<file path="config.mk">
export PLATFORM = sky130hd
export DESIGN_NAME = rst_seq_ctrl
export DESIGN_NICKNAME = d
export VERILOG_FILES = /design/src/rtl/rsq_pkg.sv /design/src/rtl/rsq_sync.sv /design/src/rtl/rsq_glitch_filter.sv /design/src/rtl/rsq_delay_cnt.sv /design/src/rtl/rst_seq_ctrl.sv
export SDC_FILE = /design/constraint.sdc
export NUM_CORES = 1
export LEC_CHECK = 0
export BUFFER_PORTS_ARGS = -buffer_cell sky130_fd_sc_hd__buf_2
export CORE_MARGIN = 2
export CORE_UTILIZATION = 55
export CTS_CLUSTER_DIAMETER = 80
export CTS_CLUSTER_SIZE = 14
export DETAILED_ROUTE_END_ITERATION = 16
export PLACE_DENSITY_LB_ADDON = 0.12
export SYNTH_ARGS = -nofsm -noshare
export SYNTH_HDL_FRONTEND = slang
export SYNTH_SLANG_ARGS = --single-unit
export TNS_END_PERCENT = 50
</file>
<file path="constraint.sdc">
create_clock -name clk -period 2.14 [get_ports clk]
set_clock_uncertainty 0.1 [all_clocks]
set_input_delay 0.107 -clock clk [delete_from_list [all_inputs] [get_ports clk]]
set_output_delay 0.107 -clock clk [all_outputs]
set_load 0.05 [all_outputs]
</file>
<file path="src/rtl/rsq_pkg.sv">
package rsq_pkg;
  typedef enum logic [1:0] {
    ST_PWRT = 2'd0,
    ST_OST  = 2'd1,
    ST_HOLD = 2'd2,
    ST_RUN  = 2'd3
  } rsq_state_e;

  typedef struct packed {
    logic slp;
    logic unf;
    logic ovf;
    logic sw;
    logic wdt;
    logic pin;
    logic brn;
    logic pwr;
  } rsq_flags_t;

  localparam rsq_flags_t FLAGS_POWER_ON = rsq_flags_t'(8'h01);
endpackage

</file>
<file path="src/rtl/rsq_sync.sv">
module rsq_sync #(
  parameter int             W       = 1,
  parameter int             STAGES  = 2,
  parameter logic [W-1:0]   RST_VAL = '0
) (
  input  logic         clk,
  input  logic         rst_n,
  input  logic [W-1:0] d,
  output logic [W-1:0] q
);
  logic [W-1:0] chain_q [STAGES];
  logic [W-1:0] chain_d [STAGES];

  always_comb begin
    chain_d[0] = d;
    for (int i = 1; i < STAGES; i++) chain_d[i] = chain_q[i-1];
  end

  always_ff @(posedge clk or negedge rst_n) begin
    if (!rst_n) begin
      for (int i = 0; i < STAGES; i++) chain_q[i] <= RST_VAL;
    end else begin
      for (int i = 0; i < STAGES; i++) chain_q[i] <= chain_d[i];
    end
  end

  assign q = chain_q[STAGES-1];
endmodule

</file>
<file path="src/rtl/rsq_glitch_filter.sv">
module rsq_glitch_filter #(
  parameter int LEN = 4
) (
  input  logic clk,
  input  logic rst_n,
  input  logic pin_n_s,
  output logic req
);
  localparam int CW = $clog2(LEN + 1);
  localparam logic [CW-1:0] LEN_C = CW'(LEN);

  logic [CW-1:0] cnt_q, cnt_d;

  always_comb begin
    cnt_d = cnt_q;
    if (pin_n_s)             cnt_d = '0;
    else if (cnt_q != LEN_C) cnt_d = cnt_q + 1'b1;
  end

  always_ff @(posedge clk or negedge rst_n) begin
    if (!rst_n) cnt_q <= '0;
    else        cnt_q <= cnt_d;
  end

  assign req = (cnt_q == LEN_C);


  filt_accept_chk: assert property (@(posedge clk) disable iff (!rst_n)
    $rose(req) |-> $past(!pin_n_s));


  filt_release_chk: assert property (@(posedge clk) disable iff (!rst_n)
    pin_n_s |=> !req);
endmodule

</file>
<file path="src/rtl/rsq_delay_cnt.sv">
module rsq_delay_cnt #(
  parameter int W = 10
) (
  input  logic clk,
  input  logic rst_n,
  input  logic run,
  input  logic tick,
  output logic done
);
  logic [W:0] cnt_q, cnt_d;

  always_comb begin
    cnt_d = cnt_q;
    if (!run)                  cnt_d = '0;
    else if (tick && !cnt_q[W]) cnt_d = cnt_q + 1'b1;
  end

  always_ff @(posedge clk or negedge rst_n) begin
    if (!rst_n) cnt_q <= '0;
    else        cnt_q <= cnt_d;
  end

  assign done = cnt_q[W];


  dly_step_chk: assert property (@(posedge clk) disable iff (!rst_n)
    $rose(done) |-> $past(run && tick));


  dly_clear_chk: assert property (@(posedge clk) disable iff (!rst_n)
    !run |=> !done);
endmodule

</file>
<file path="src/rtl/rst_seq_ctrl.sv">
module rst_seq_ctrl
  import rsq_pkg::*;
#(
  parameter int PWRT_W      = 10,
  parameter int OST_W       = 10,
  parameter int FILT_LEN    = 4,
  parameter int SYNC_STAGES = 2
) (
  input  logic       clk,
  input  logic       por_n,
  input  logic       rc_clk,
  input  logic       bor_det,
  input  logic       bor_en,
  input  logic       mclr_n,
  input  logic       wdt_to,
  input  logic       sleep,
  input  logic       sw_rst,
  input  logic       stk_full,
  input  logic       stk_unf,
  output logic       chip_rst,
  output logic [7:0] rst_flags
);
  localparam int NSYNC = 4;
  localparam logic [NSYNC-1:0] SYNC_RST = 4'b0100;

  logic             rst_n;
  logic [NSYNC-1:0] async_in, sync_out;
  logic             rc_s, mclr_s, bor_s, wdt_s;
  logic             rc_q, wdt_q;
  logic             rc_tick, wdt_rise, wdt_req, wdt_wake, bor_req, pin_req, src_any;
  logic             pwrt_done, ost_done;
  rsq_state_e       state_q, state_d;
  rsq_flags_t       flags_q, flags_d, cause_flags;

  rsq_sync #(.W(1), .STAGES(SYNC_STAGES), .RST_VAL(1'b0)) u_rst_sync (
    .clk(clk), .rst_n(por_n), .d(1'b1), .q(rst_n));

  assign async_in = {rc_clk, mclr_n, bor_det, wdt_to};

  rsq_sync #(.W(NSYNC), .STAGES(SYNC_STAGES), .RST_VAL(SYNC_RST)) u_in_sync (
    .clk(clk), .rst_n(rst_n), .d(async_in), .q(sync_out));

  assign {rc_s, mclr_s, bor_s, wdt_s} = sync_out;

  always_ff @(posedge clk or negedge rst_n) begin
    if (!rst_n) begin
      rc_q  <= 1'b0;
      wdt_q <= 1'b0;
    end else begin
      rc_q  <= rc_s;
      wdt_q <= wdt_s;
    end
  end

  assign rc_tick  = rc_s & ~rc_q;
  assign wdt_rise = wdt_s & ~wdt_q;
  assign wdt_req  = wdt_rise & ~sleep;
  assign wdt_wake = wdt_rise & sleep;
  assign bor_req  = bor_s & bor_en;

  rsq_glitch_filter #(.LEN(FILT_LEN)) u_filt (
    .clk(clk), .rst_n(rst_n), .pin_n_s(mclr_s), .req(pin_req));

  rsq_delay_cnt #(.W(PWRT_W)) u_pwrt (
    .clk(clk), .rst_n(rst_n), .run(state_q == ST_PWRT), .tick(rc_tick),
    .done(pwrt_done));

  rsq_delay_cnt #(.W(OST_W)) u_ost (
    .clk(clk), .rst_n(rst_n), .run(state_q == ST_OST), .tick(1'b1),
    .done(ost_done));

  assign src_any = bor_req | pin_req | wdt_req | sw_rst | stk_full | stk_unf;

  always_comb begin
    cause_flags = '0;
    if (bor_req)       cause_flags.brn = 1'b1;
    else if (pin_req) begin
      cause_flags.pin = 1'b1;
      cause_flags.slp = sleep;
    end
    else if (wdt_req)  cause_flags.wdt = 1'b1;
    else if (sw_rst)   cause_flags.sw  = 1'b1;
    else if (stk_full) cause_flags.ovf = 1'b1;
    else               cause_flags.unf = 1'b1;
  end

  always_comb begin
    state_d = state_q;
    flags_d = flags_q;
    case (state_q)
      ST_PWRT: if (pwrt_done) state_d = ST_OST;
      ST_OST:  if (ost_done)  state_d = ST_HOLD;
      ST_HOLD: if (!src_any)  state_d = ST_RUN;
      ST_RUN: begin
        if (src_any) begin
          state_d = ST_HOLD;
          flags_d = cause_flags;
        end else if (wdt_wake) begin
          flags_d     = '0;
          flags_d.wdt = 1'b1;
          flags_d.slp = 1'b1;
        end
      end
      default: state_d = ST_HOLD;
    endcase
  end

  always_ff @(posedge clk or negedge rst_n) begin
    if (!rst_n) begin
      state_q <= ST_PWRT;
      flags_q <= FLAGS_POWER_ON;
    end else begin
      state_q <= state_d;
      flags_q <= flags_d;
    end
  end

  assign chip_rst  = (state_q != ST_RUN);
  assign rst_flags = flags_q;


  enter_hold_chk: assert property (@(posedge clk) disable iff (!rst_n)
    (state_q == ST_RUN && src_any) |=> chip_rst);


  wake_no_rst_chk: assert property (@(posedge clk) disable iff (!rst_n)
    (state_q == ST_RUN && wdt_wake && !src_any) |=> !chip_rst);


  release_chk: assert property (@(posedge clk) disable iff (!rst_n)
    $fell(chip_rst) |-> $past(!src_any));


  ost_after_pwrt_chk: assert property (@(posedge clk) disable iff (!rst_n)
    (state_q == ST_OST && $past(state_q) != ST_OST) |-> $past(pwrt_done));


  flags_onehot_chk: assert property (@(posedge clk) disable iff (!rst_n)
    $onehot0(rst_flags[6:0]));
endmodule

</file>
=== After elaboration in Yosys (flattened, before gate mapping) ===
Cells that the tools add are included.

* Memories kept: 0
* Memory bits (read-only): 0
* Bits in writable memories: 0
* Flip-flop bits (word level): 47
* Bits in latches: 0
* Output and inout port bits: 9
* Input bits: 11
* Word-level logic and storage cells: 78

* Muxes and demuxes: 24
* Bitwise operators: 13
* Shift operators: 0
* Multiply operators: 0
* Reductions and logical operators: 7
* Add/sub/neg operators: 3
* $lt $le $gt $ge: 0
* Equal/unequal tests: 12
* Divide/modulo/power cells: 0

{| class="wikitable"
|+ Operators by type and width
! kind !! number
|-
| $mux 11 || 4
|-
| $add 11x1->11 const B || 2
|-
| $mux 8 || 2
|-
| $ne 2x2->1 const B || 7
|-
| $mux 2 || 5
|-
| $mux 3 || 3
|-
| $pmux 2 s4 || 1
|-
| $mux 1 || 7
|-
| $mux 6 || 1
|-
| $and 1x1->1 || 5
|-
| $or 1x1->1 || 5
|-
| $eq 2x2->1 const B || 2
|-
| $mux 4 || 1
|-
| $reduce_and 4->1 || 1
|-
| $reduce_bool 2->1 || 2
|-
| $add 3x1->3 const B || 1
|-
| $eq 3x3->1 const B || 1
|-
| $ne 3x3->1 const B || 1
|-
| $not 1->1 || 3
|-
| $eq 2x1->1 const B || 1
|-
| $logic_not 2->1 || 1
|-
| $reduce_and 2->1 || 1
|-
| $logic_and 1x1->1 || 1
|-
| $logic_not 1->1 || 1
|}

=== Longest topological paths before layout ===
* Word-level depth: 9
* Depth in mapped cells: 5
* Mapped depth without buffers: 5

=== Modules after synthesis ===
Synthesis repeated with hierarchy kept, for this count alone.

* Cells, all modules: 175
* Area, all modules: 2078.2 um2

{| class="wikitable"
|+ Modules (own cells, without submodules)
! module !! cells each !! area each (um2) !! sequential area each (um2) !! times used
|-
| rsq_delay_cnt || 49 || 540.5 || 275.3 || 2
|-
| rst_seq_ctrl || 50 || 568.0 || 301.5 || 1
|-
| rsq_sync at u_in_sync || 8 || 202.7 || 202.7 || 1
|-
| rsq_glitch_filter || 17 || 176.4 || 75.1 || 1
|-
| rsq_sync at u_rst_sync || 2 || 50.0 || 50.0 || 1
|}

=== Least setup slack after synthesis ===
Ideal clock, no wire load.

* Path type: reg2reg
* From: reg u_pwrt.cnt_q[10]
* To: reg u_pwrt.cnt_q[5]
* Required time: 1963 ps
* Cell stages (with the launch flop): 5
* Path slack: 452 ps
* Period minus slack after synthesis: 1688 ps
* Arrival time: 1511 ps
* Path buffers: 1
* Path through: dfrtp_1 -> or3b_1 -> buf_6 -> or4_1 -> a21oi_1

* Cells in the longest elaborated chain, start to end: 3

{| class="wikitable"
|+ Ends and longest elaborated chain
! item !! RTL line !! RTL
|-
| start: declaration || rsq_delay_cnt.sv:10 || <nowiki>logic [W:0] cnt_q, cnt_d;</nowiki>
|-
| start signal: assignment || rsq_delay_cnt.sv:20 || <nowiki>else cnt_q <= cnt_d;</nowiki>
|-
| $logic_not 1->1 || rsq_delay_cnt.sv:15 || <nowiki>else if (tick && !cnt_q[W]) cnt_d = cnt_q + 1'b1;</nowiki>
|-
| $logic_and 1x1->1 || rsq_delay_cnt.sv:15 ||
|-
| $ne 2x2->1 (no source line) || -- ||
|}

Every way passes these cells.
A chain may end at the register's enable or synchronous reset.

=== Worst setup path in the final report ===
* From: in sw_rst
* To: reg flags_q, in the netlist rst_flags[6]

* Cells in the longest elaborated chain, start to end: 5

{| class="wikitable"
|+ Ends and longest elaborated chain
! item !! RTL line !! RTL
|-
| start: declaration || rst_seq_ctrl.sv:17 || <nowiki>input logic sw_rst,</nowiki>
|-
| $mux 2 or $or 1x1->1 (tied branches) || rst_seq_ctrl.sv:82, rst_seq_ctrl.sv:72 ||
|-
| $mux 3 or $or 1x1->1 (tied branches) || rst_seq_ctrl.sv:81, rst_seq_ctrl.sv:72 ||
|-
| $mux 4 or $or 1x1->1 (tied branches) || rst_seq_ctrl.sv:77, rst_seq_ctrl.sv:72 ||
|-
| $mux 6 or $reduce_bool 2->1 (tied branches) || -- ||
|-
| $mux 8 or $reduce_and 2->1 (tied branches) || -- ||
|-
| end signal: assignment || rst_seq_ctrl.sv:114 || <nowiki>flags_q <= flags_d;</nowiki>
|-
| end: declaration || rst_seq_ctrl.sv:33 || <nowiki>rsq_flags_t flags_q, flags_d, cause_flags;</nowiki>
|}

Parallel ways exist; a longest one is shown, timed or not.

==> flow_summary.yaml <==
route:
  routedWlPerCell_um: 13.7
  routed_wl_um: 3560
  drcViolationCount: 0
  post_drt_via_cell_ratio: 5.66
  vias: 1466
  firstDrtPassIters: 4
  ant_nets: 0
  drt_iter0_markers: 59
floorplan:
  start_util_pct: 56.4
  die_h_um: 64.8
  rows: 22
  die_x_um: 64.8
  dieArea_um2: 4200
  io_pins: 20
  core_um2: 3610
critical_path:
  worstPathCellList: "dlygate4sd3_1, buf_2, or3_1, o311ai_2, a22o_1"
  ff2ff_path_depth: 5
  critPathMaxStageDelay_ps: 540
  required_ps: 2270
  r2r_start: "u_filt.cnt_q[0]"
  crit_path_top_delay_cell: "o311ai_2"
  crit_fanout: 7
  startpoint_type: "primary input"
  cp-end-kind: "flip-flop"
  crit_arrival_ps: 1990
  path_class: "in -> reg"
  timing.rr.end: "rst_flags[6]"
  reg2reg_slack_ps: 300
timing:
  hold_viol_final: 0
  period_share_pct: 86.8
  drv_slew: 0
  relSlewSlack_pct: 66.4
  rsz0062_at_grt: "no"
  setup_ws_ps: 283
  timing.fmax_mhz: 538
  fin_crit_ps: 1860
  setup_violations: 0
  setup-tns-final_ps: 0
  worst_pin_slew_ps: 503
  hold_ws_ps: 17.8
synthesis:
  syn_nets: 197
  syn_area_um2: 2030
  yosysWarnings: 0
  synth-edff-count: 0
  ys_seq_elements: 47
  postSynthCellCount: 182
  avgSynthCellArea_um2: 11.2
  yosysSeqAreaShare_pct: 58.0
  ys_types: 43
  async_flop_share_pct: 100
  synth_top_flop_cell: "dfrtp_1"
flow_run:
  max_cap_violations: 0
cts:
  cts.hold.buffers_added: 8
  clock-sinks: 47
  insertion_delay_ps: 300
  cts_setup_buffers: 0
  cts_buffers: 5
  root_buffer: "clkbuf_8"
  ctsResizeCount: 0
  path_clk_slew_ps: 80
  ctsHtreeMaxLevel: 2
  clock_path_buffers: 2
  cts_tree: "built"
grt:
  grt_use_met3_pct: 5.90
  use_met2_pct: 32.7
  gr-usage-met1_pct: 25.5
  grt_usage_pct: 20.2
  grt_pass1_wl_um: 6420
  antenna_found_initial: 0
  grt_pass1_vias: 1446
  top_usage_layer: "met2"
  grt_overflow_total: 0
  grt_max_degree: 24
layout:
  nets: 225
  multi_input_area_um2: 802
  seq_area_um2: 1180
  area_delta_synth_final_pct: 17.5
  drive_gt1_share_pct: 16.6
  antenna_cells: 0
  fillCellCount: 290
power_and_ir_drop:
  max-vdd-ir-drop_mv: 0.629
  p_leak_nw: 1.03
  p_per_area_nw_per_um2: 837
place:
  dp_hpwl_um: 2510
  gp_congestion: 0.775
  port_buffers: 19
  preCtsSetupSlack_ps: 298
min_path:
  hold_path_class: "in -> async"
status:
  status: "finished, final reports clean"
==> how the worst max path moves through the flow <==
stage / start / to / slack (ps)
floorplan: u_pwrt.cnt_q[10] / u_pwrt.cnt_q[5] / 450
global placement: u_filt.cnt_q[0] / rst_flags[6] / 360
detailed placement: u_pwrt.cnt_q[10] / u_pwrt.cnt_q[5] / 300
CTS: u_pwrt.cnt_q[10] / u_pwrt.cnt_q[5] / 290
global route: u_filt.cnt_q[0] / rst_flags[7] / 190
finish: sw_rst / rst_flags[6] / 280
==> logic make-up (layout without fill, tap and decap cells) <==
group	after synthesis	count (layout)	share of synthesized area, %
muxes	4	4	1.97
adders and majority gates	4	4	2.46
AOI/OAI and AO/OA	39	39	13.7
buffers and inverters	12	41	2.58
DFF	47	47	58.0
other	1	1	0.184
xor gates and xnor gates	7	7	3.01
and+or+nand+nor	68	68	18.1
==> layout by cell type, fill, tap and decap left out, drive strengths merged, types with 5 or more instances in the layout <==
| master | netlist | layout |
|---|---|---|
| buf | 1 | 20 |
| dfrtp | 44 | 44 |
| or3 | 8 | 8 |
| dlygate4sd3 | 0 | 8 |
| nand3 | 6 | 6 |
| a32o | 5 | 5 |
| a21oi | 12 | 12 |
| nor2 | 13 | 13 |
| inv | 5 | 5 |
| nand2 | 15 | 15 |
| clkbuf | 6 | 6 |
| o21ai | 6 | 6 |
==> through the flow <==
step | util [%] | instance area (um2) | std cells | total power, mW
2_1_floorplan | - | 2030 | 182 | 1.19
3_3_place_gp | 60.4 | 2180 | 243 | 1.24
3_5_place_dp | 60.4 | 2180 | 243 | 1.26
4_1_cts | 66.3 | 2390 | 259 | 2.03
5_1_grt | 66.3 | 2390 | 259 | 2.10
6_report | 66.3 | 2390 | 259 | 2.00
==> report_power, final <==
part	internal [mW]	switching [mW]
registers	0.962	0.0839
logic	0.0955	0.114
clock network	0.467	0.279
==> critical path: cells and delay by family <==
kind / cells / cell delay [ps]
compound gates: 2 / 760
buf+inv: 2 / 670
simple gates: 1 / 450
==> area by class of cell <==
class                   instances  area share [%]
clock inverters                 2            2.51
clock buffers                   6            3.04
inverters                       5           0.785
multi-input cells             123            33.6
well taps                      48            2.51
flip-flops and latches         47            49.4
repair buffers                 28            8.17
==> state kept, by name (all words and copies together), names as in the netlist <==
signal / flops
u_rst_sync.chain_d: 1
rc_q: 1
state_q: 2
u_filt.cnt_q: 3
u_in_sync.q: 4
u_rst_sync.q: 1
u_pwrt.cnt_q: 11
rst_flags: 8
u_in_sync.chain_d: 4
u_ost.cnt_q: 11
wdt_q: 1
==> layer usage <==
layer	wire (um)	part of all wire [%]
met1	1600	45
met2	1780	50
met3	126	3.5
met4	56	1.6
met5	0	0
==> Yosys cell counts, types with 5 or more instances <==
library cell	count	area, um2
dfrtp_1	44	1100
nand2_1	15	56.3
nor2_1	13	48.8
a21oi_1	12	60.1
or3_1	7	43.8
clkbuf_1	6	22.5
nand3_1	6	30.0
o21ai_0	6	30.0
a32o_1	5	50.1
inv_1	5	18.8
(Power assumes the default switching activity.)
